[src/rtl/rxdet_pkg.sv]
package rxdet_pkg;
   typedef enum logic [2:0] {
      ST_IDLE    = 3'd0,
      ST_ASSERT  = 3'd1,
      ST_WAIT_HI = 3'd2,
      ST_DROP    = 3'd3,
      ST_WAIT_LO = 3'd4,
      ST_DONE    = 3'd5
   } rxdet_state_e;
endpackage

[src/rtl/rxdet_status_sync.sv]
module rxdet_status_sync #(
   parameter int STAGES = 2
) (
   input  logic clk,
   input  logic rst_n,
   input  logic status_async_i,
   output logic status_o,
   output logic pulse_o
);
   logic [STAGES-1:0] chain;
   logic              last_q;

   generate
      if (STAGES < 2) begin : g_bad_stages
         $error("rxdet_status_sync: STAGES must be at least 2");
      end
      for (genvar i = 0; i < STAGES; i++) begin : g_stage
         if (i == 0) begin : g_first
            always_ff @(posedge clk or negedge rst_n) begin
               if (!rst_n) chain[0] <= 1'b0;
               else        chain[0] <= status_async_i;
            end
         end else begin : g_next
            always_ff @(posedge clk or negedge rst_n) begin
               if (!rst_n) chain[i] <= 1'b0;
               else        chain[i] <= chain[i-1];
            end
         end
      end
   endgenerate

   assign status_o = chain[STAGES-1];

   always_ff @(posedge clk or negedge rst_n) begin
      if (!rst_n) last_q <= 1'b0;
      else        last_q <= status_o;
   end

   assign pulse_o = status_o & ~last_q;


   pulse_single_chk: assert property (@(posedge clk) disable iff (!rst_n)
      pulse_o |=> !pulse_o);
endmodule

[src/rtl/rxdet_wait_timer.sv]
module rxdet_wait_timer #(
   parameter int W = 16
) (
   input  logic         clk,
   input  logic         rst_n,
   input  logic         run_i,
   input  logic [W-1:0] limit_i,
   output logic         expired_o
);
   logic [W-1:0] cnt;

   generate
      if (W < 1 || W > 32) begin : g_bad_width
         $error("rxdet_wait_timer: W must lie in 1..32");
      end
   endgenerate

   assign expired_o = run_i && (cnt >= limit_i);

   always_ff @(posedge clk or negedge rst_n) begin
      if (!rst_n)          cnt <= '0;
      else if (!run_i)     cnt <= '0;
      else if (!expired_o) cnt <= cnt + 1'b1;
   end
endmodule

[src/rtl/rxdet_ctrl.sv]
module rxdet_ctrl
   import rxdet_pkg::*;
(
   input  logic clk,
   input  logic rst_n,
   input  logic start_i,
   input  logic status_i,
   input  logic expired_i,
   output logic run_o,
   output logic cmd_o,
   output logic done_o,
   output logic err_o
);
   rxdet_state_e state, state_n;
   logic         cmd_n, err_n;

   always_comb begin
      state_n = state;
      cmd_n   = cmd_o;
      err_n   = 1'b0;
      unique case (state)
         ST_IDLE: begin
            if (start_i) begin
               if (status_i) begin
                  err_n = 1'b1;
               end else begin
                  state_n = ST_ASSERT;
                  cmd_n   = 1'b1;
               end
            end
         end
         ST_ASSERT:  state_n = ST_WAIT_HI;
         ST_WAIT_HI: begin
            if (status_i) begin
               state_n = ST_DROP;
               cmd_n   = 1'b0;
            end else if (expired_i) begin
               state_n = ST_IDLE;
               cmd_n   = 1'b0;
               err_n   = 1'b1;
            end
         end
         ST_DROP:    state_n = ST_WAIT_LO;
         ST_WAIT_LO: begin
            if (!status_i) begin
               state_n = ST_DONE;
            end else if (expired_i) begin
               state_n = ST_IDLE;
               err_n   = 1'b1;
            end
         end
         ST_DONE:    state_n = ST_IDLE;
         default: begin
            state_n = ST_IDLE;
            cmd_n   = 1'b0;
         end
      endcase
   end

   always_ff @(posedge clk or negedge rst_n) begin
      if (!rst_n) begin
         state <= ST_IDLE;
         cmd_o <= 1'b0;
         err_o <= 1'b0;
      end else begin
         state <= state_n;
         cmd_o <= cmd_n;
         err_o <= err_n;
      end
   end

   assign done_o = (state == ST_DONE);
   assign run_o  = (state == ST_WAIT_HI) || (state == ST_WAIT_LO);


   done_err_excl_chk: assert property (@(posedge clk) disable iff (!rst_n)
      !(done_o && err_o));

   done_one_cycle_chk: assert property (@(posedge clk) disable iff (!rst_n)
      done_o |=> !done_o);

   done_after_fall_chk: assert property (@(posedge clk) disable iff (!rst_n)
      (state == ST_WAIT_LO && !status_i) |=> done_o);

   cmd_rise_chk: assert property (@(posedge clk) disable iff (!rst_n)
      (state == ST_IDLE && start_i && !status_i) |=> cmd_o);

   refuse_chk: assert property (@(posedge clk) disable iff (!rst_n)
      (state == ST_IDLE && start_i && status_i) |=> (err_o && !cmd_o));

   cmd_hold_chk: assert property (@(posedge clk) disable iff (!rst_n)
      (cmd_o && !status_i && !expired_i) |=> cmd_o);

   tmo_hi_chk: assert property (@(posedge clk) disable iff (!rst_n)
      (state == ST_WAIT_HI && !status_i && expired_i) |=> (err_o && !cmd_o && state == ST_IDLE));

   tmo_lo_chk: assert property (@(posedge clk) disable iff (!rst_n)
      (state == ST_WAIT_LO && status_i && expired_i) |=> (err_o && !done_o && state == ST_IDLE));
endmodule

[src/rtl/rxdet_handshake_seq.sv]
module rxdet_handshake_seq #(
   parameter int SYNC_STAGES = 2,
   parameter int TMO_W       = 16
) (
   input  logic             clk,
   input  logic             rst_n,
   input  logic             start_i,
   input  logic             phy_status_i,
   input  logic [TMO_W-1:0] tmo_limit_i,
   output logic             cmd_o,
   output logic             done_o,
   output logic             err_o,
   output logic             status_pulse_o
);
   logic status_sync, run, expired;

   rxdet_status_sync #(.STAGES(SYNC_STAGES)) i_sync (
      .clk            (clk),
      .rst_n          (rst_n),
      .status_async_i (phy_status_i),
      .status_o       (status_sync),
      .pulse_o        (status_pulse_o)
   );

   rxdet_wait_timer #(.W(TMO_W)) i_timer (
      .clk       (clk),
      .rst_n     (rst_n),
      .run_i     (run),
      .limit_i   (tmo_limit_i),
      .expired_o (expired)
   );

   rxdet_ctrl i_ctrl (
      .clk       (clk),
      .rst_n     (rst_n),
      .start_i   (start_i),
      .status_i  (status_sync),
      .expired_i (expired),
      .run_o     (run),
      .cmd_o     (cmd_o),
      .done_o    (done_o),
      .err_o     (err_o)
   );
endmodule

[config.mk]
export PLATFORM = sky130hd
export DESIGN_NAME = rxdet_handshake_seq
export DESIGN_NICKNAME = d
export VERILOG_FILES = /design/src/rtl/rxdet_pkg.sv /design/src/rtl/rxdet_status_sync.sv /design/src/rtl/rxdet_wait_timer.sv /design/src/rtl/rxdet_ctrl.sv /design/src/rtl/rxdet_handshake_seq.sv
export SDC_FILE = /design/constraint.sdc
export NUM_CORES = 1
export LEC_CHECK = 0
export BUFFER_PORTS_ARGS = -buffer_cell sky130_fd_sc_hd__buf_2
export CORE_ASPECT_RATIO = 1.25
export CORE_MARGIN = 3
export CORE_UTILIZATION = 23
export CTS_BUF_LIST = sky130_fd_sc_hd__clkbuf_4
export DETAILED_ROUTE_END_ITERATION = 8
export PLACE_DENSITY = 0.36
export REMOVE_ABC_BUFFERS = 1
export SYNTH_ARGS = -nofsm -noshare
export SYNTH_HDL_FRONTEND = slang
export SYNTH_HIERARCHICAL = 1
export SYNTH_SLANG_ARGS = --single-unit
export TNS_END_PERCENT = 10
[constraint.sdc]
create_clock -name clk -period 3.1 [get_ports clk]
set_clock_uncertainty 0.05 [all_clocks]
set_input_delay 0.62 -clock clk [delete_from_list [all_inputs] [get_ports clk]]
set_output_delay 0.62 -clock clk [all_outputs]
set_load 0.01 [all_outputs]
After elaboration in Yosys (flattened, before gate mapping)
Index checks and enable logic that the tools add are counted.
Word-level totals
  register bits after elaboration: 24
  output and inout bits: 4
Cells by class
  add/sub/neg operators: 1
  order comparisons: 1
  equal/unequal tests: 9
  mux-type cells: 19
  bitwise operators: 3
  reductions and logical operators: 6
Operators by type and width (number)
  two-way mux 16 bit: 2
  adder 16 x 1 -> 16 bit, second input constant: 1
  greater-or-equal comparator 16 bit: 1
  two-way mux 3 bit: 5
  case mux 3 bit (5 select lines): 1
  two-way mux 1 bit: 9
  equality test 3 x 2 -> 1 bit, second input constant: 2
  equality test 3 bit, second input constant: 2
  != test 2 bit, second input constant: 3
  case mux 1 bit (3 select lines): 2
  AND reduction 4 bit: 1
  OR reduction 4 bit: 1
  equality test 3 x 1 -> 1 bit, second input constant: 1
  logical NOT 3 bit: 1
  != test 3 bit, second input constant: 1
  inverter 1 bit: 2
  AND reduction 2 bit: 1
  AND 1 bit: 1
  logical AND 1 bit: 1
  logical OR 1 bit: 1

Logic depth before layout (Yosys ltp)
  depth in word-level cells: 6
  gate-level depth with buffers: 9
  gate-level depth less buffers: 9

By module
The synthesis kept the hierarchy.
By module, submodules not included
  rxdet_wait_timer: instances 1, cells an instance 141, area an instance 1256.2 um^2
  rxdet_ctrl: instances 1, cells an instance 34, area an instance 324.1 um^2
  rxdet_status_sync: instances 1, cells an instance 4, area an instance 88.8 um^2

Worst setup path after synthesis
No wires, ideal clock.
  kind: input to register
  start point: in tmo_limit_i[13]
  end point: reg i_timer.cnt[12]
  data arrival time: 2.407 ns
  setup slack: 0.565 ns
  stages: 8
  cells stage by stage: inv_1 -> ha_1 -> a21o_1 -> a21o_1 -> a221oi_4 -> nand3_4 -> or4_1 -> a21oi_1
On the way
  word-level cells in the longest chain between the ends: 3
Ends and longest elaborated chain
  start: declaration: RTL line rxdet_handshake_seq.sv:9  | input logic [TMO_W-1:0] tmo_limit_i,
  greater-or-equal comparator 16 bit: RTL line rxdet_wait_timer.sv:18  | assign expired_o = run_i && (cnt >= limit_i);
  logical AND 1 bit: RTL line rxdet_wait_timer.sv:18
  != test 2 bit (no line)
  end signal: assignment: RTL line rxdet_wait_timer.sv:23  | else if (!expired_o) cnt <= cnt + 1'b1;
  end: declaration: RTL line rxdet_wait_timer.sv:10  | logic [W-1:0] cnt;
Every way passes these cells.
A chain may end at the register's enable or synchronous reset.

Worst setup path after layout
  start point: reg i_timer.cnt[13]
  end point: reg i_timer.cnt[15]
On the way
  word-level cells in the longest chain between the ends: 3
  elaborated cells between the ends (all ways): 6
  classes of those cells: 1 x add/sub; 1 x order compare; 1 x eq/ne; 2 x mux; 1 x reduce/logical
Ends and longest elaborated chain (RTL line)
  adder 16 x 1 -> 16 bit or greater-or-equal comparator 16 bit (tied branches): rxdet_wait_timer.sv:23, rxdet_wait_timer.sv:18
  two-way mux 16 bit or logical AND 1 bit (tied branches): rxdet_wait_timer.sv:23, rxdet_wait_timer.sv:18
  two-way mux 16 bit or != test 2 bit (tied branches)
Several ways; a longest one is shown, not always the timed one. The select of a mux whose other input is x is not followed.

==> flow_summary.ini <==
[clock_network]
cts_max_level = 1
postCtsSetupBuffers = 0
ctsHoldBuffers = 0
cts_buffers = 3
root_buffer = clkbuf_4
cts_tree = done
cts_resized = 0
worstSkewPairLatency_ps = 340
cts.path.max_buffers = 2
clkTransAtPathRegs_ps = 160
clock_sinks = 24

[layout]
area_growth_syn_to_layout_pct = 15.7
layout-drive-gt1-share_pct = 19.1
final_cells = 294
final_common_cell = dfrtp_1
final_cell_mix = 24 x dfrtp_1, 23 x buf_2, 17 x a21oi_1, 17 x inv_1, 17 x ha_1
layout.nets = 242
final_core_util_pct = 27.5
n_antenna_cell = 0

[global_routing]
grt_overflow = 0
antenna_found_initial = 0
grt_max_degree = 25
grt_pass1_wl_mm = 6.22
grt.total_usage_pct = 9.72
grt_pass1_vias = 1313

[power]
total_switching_power_w = 0.000335
clock_power_share_pct = 25.5
switching_share_pct = 35.3
power.density_mw_per_mm2 = 491
leakagePower_nw = 0.908
seqPwrFrac_pct = 44.4
peakVddDrop_mv = 0.206
power.internal_w = 0.000614
power_frac_comb_pct = 30.1

[setup_path]
rrSetupSlack_ps = 470
path_max_fanout = 21
reg2regPathDepth = 7
cp_slowest_cell = or4_1
reg2reg_to = i_timer/cnt[15]
critPathCaptureType = flop
crit_type = reg2reg
worst_path_largest_cell_delay_ps = 560
crit_arrival_ps = 2840
r2r_start = i_timer/cnt[13]
startpoint_type = flop
crit_chain = ha_1 -> a21o_1 -> a21o_1 -> a221oi_4 -> nand3_4 -> or4_1 -> a21oi_1
crit_required_ps = 3310
cp_common_cell = a21o_1

[detailed_routing]
wirelength_mm = 3.69
drt_iter0_drc = 47
via_per_inst = 4.59
drtAntennaViolNets = 0
drc = 0
vias = 1350
wl_per_cell_um = 12.6
dr.pass1.iters = 4

[sta]
whs_ps = 204
rsz0062_at_grt = no
maxSlewViolCount = 0
worst_pin_slew_ps = 590
max_clock_freq_mhz = 380
fin_crit_sh_pct = 84.9
finalSetupTns_ps = 0
fin_crit_ps = 2630
finalHoldViolCount = 0
max_slew_margin_pct = 60.7
finalSetupViolations = 0

[floorplan]
die_x_um = 82.2
die_y_um = 101
coreArea_mm2 = 0.00702
rows = 34
ios = 24
die-area_mm2 = 0.00832
start_util_pct = 23.8

[synth]
ys_seq_elements = 24
yosysWarnings = 6
yosysTopAreaCellShare_pct = 36.0
yosysSeqAreaShare_pct = 36.0
synth_area_leaders = dfrtp_1 36%, ha_1 13%, a21oi_1 5.1%, inv_1 3.8%, o21ai_0 3.0%
ys_types = 41
syn-cell-area_mm2 = 0.00167
synthCells = 179
synth_top_area_cell = dfrtp_1
syn_avg_cell_area_um2 = 9.32

[flow_run]
drv_cap = 0

[placed_design]
hpwl_mm = 2.81
place_congestion = 0.704
port_buffers = 23
dp.cells = 290

[outcome]
run_status = finished, final reports clean

[hold_path]
hold_path.class = in2async
stage by stage:
stage / total power (W) / instance area, um2 / setup slack, ps
4_1_cts: 0.000972 / 1930 / 443
3_3_place_gp: 0.000731 / 1880 / 276
6_report: 0.000948 / 1930 / 468
2_1_floorplan: 0.000609 / 1620 / 428
5_1_grt: 0.00104 / 1930 / 272
3_5_place_dp: 0.000726 / 1880 / 235
metal layers:
layer / part of all wire (%) / vias up / GRT usage (%)
met5: 0 / - / 0
met4: 0.70 / 0 / 3.07
met3: 2.5 / 2 / 1.60
met2: 52 / 15 / 16.7
met1: 45 / 633 / 12.2
li1: - / 700 / -
final cells by class:
class	count	area [um2]
Clock buffer	3	22.5
Timing Repair Buffer	27	145
Inverter	17	63.8
Tap cell	90	113
Sequential cell	24	601
Clock inverter	1	30.0
Fill cell	783	5090
Multi-Input combinational cell	132	957
synthesized netlist by cell type:
master     instances
dfrtp_1           24
a21oi_1           17
ha_1              17
inv_1             17
nand2_1           13
o21ai_0           10
nor2_1             9
or3_1              7
nand2b_1           6
nand3_1            5
nand3b_1           5
and3_1             3
buf_6              3
nand4_1            3
o31ai_1            3
or4_1              3
a21o_1             2
and2_1             2
and4_1             2
buf_2              2
mux2i_1            2
o21ai_1            2
o311ai_1           2
o41ai_1            2
xnor2_1            2
a2111o_1           1
a21boi_0           1
a221oi_4           1
a31oi_1            1
and2b_2            1
and3b_2            1
clkbuf_1           1
mux2_4             1
nand3_4            1
nor2b_1            1
nor2b_4            1
nor3_1             1
nor4_2             1
nor4b_2            1
o2111ai_1          1
xor2_1             1
kinds of logic after synthesis:
group | after synthesis | share of synthesized area (%)
xor gates and xnor gates | 3 | 1.57
AOI/OAI and AO/OA | 43 | 16.6
adders and majority gates | 17 | 12.7
muxes | 3 | 2.10
DFF | 24 | 36.0
buffers and inverters | 23 | 6.67
and+or+nand+nor | 66 | 24.3
power by group through the flow:
stage	Clock (W)	Combinational, W	Sequential (W)
final	0.000242	0.000285	0.000421
after detailed placement	0	0.000296	0.000430
after global placement	0	0.000299	0.000432
after CTS	0.000251	0.000298	0.000424
after floorplan	0	0.000195	0.000413
after global routing	0.000267	0.000335	0.000433
registers in the layout, summed over array words and instances, names as in the netlist:
name             cells
i_sync/chain         1
i_sync/status_o      1
i_timer/cnt         16
i_ctrl/cmd_o         1
i_ctrl/err_o         1
i_ctrl/state         3
i_sync/last_q        1
critical path: cells and delay by family, from the launching register on:
kind / cells / cell delay [ps]
and+or+nand+nor: 2 / 820
adders and majority gates: 1 / 310
AOI/OAI and AO/OA: 4 / 900
DFF: 1 / 480
worst max path at each step:
stage	start	endpoint	cells after the start
floorplan	tmo_limit_i[13]	i_timer/cnt[15]	8
global placement	tmo_limit_i[13]	i_timer/cnt[7]	10
detailed placement	tmo_limit_i[13]	i_timer/cnt[15]	9
CTS	i_timer/cnt[0]	i_timer/cnt[15]	8
global route	i_timer/cnt[0]	i_timer/cnt[15]	8
finish	i_timer/cnt[13]	i_timer/cnt[15]	7
No activity file was read; power rests on OpenSTA's default activity.
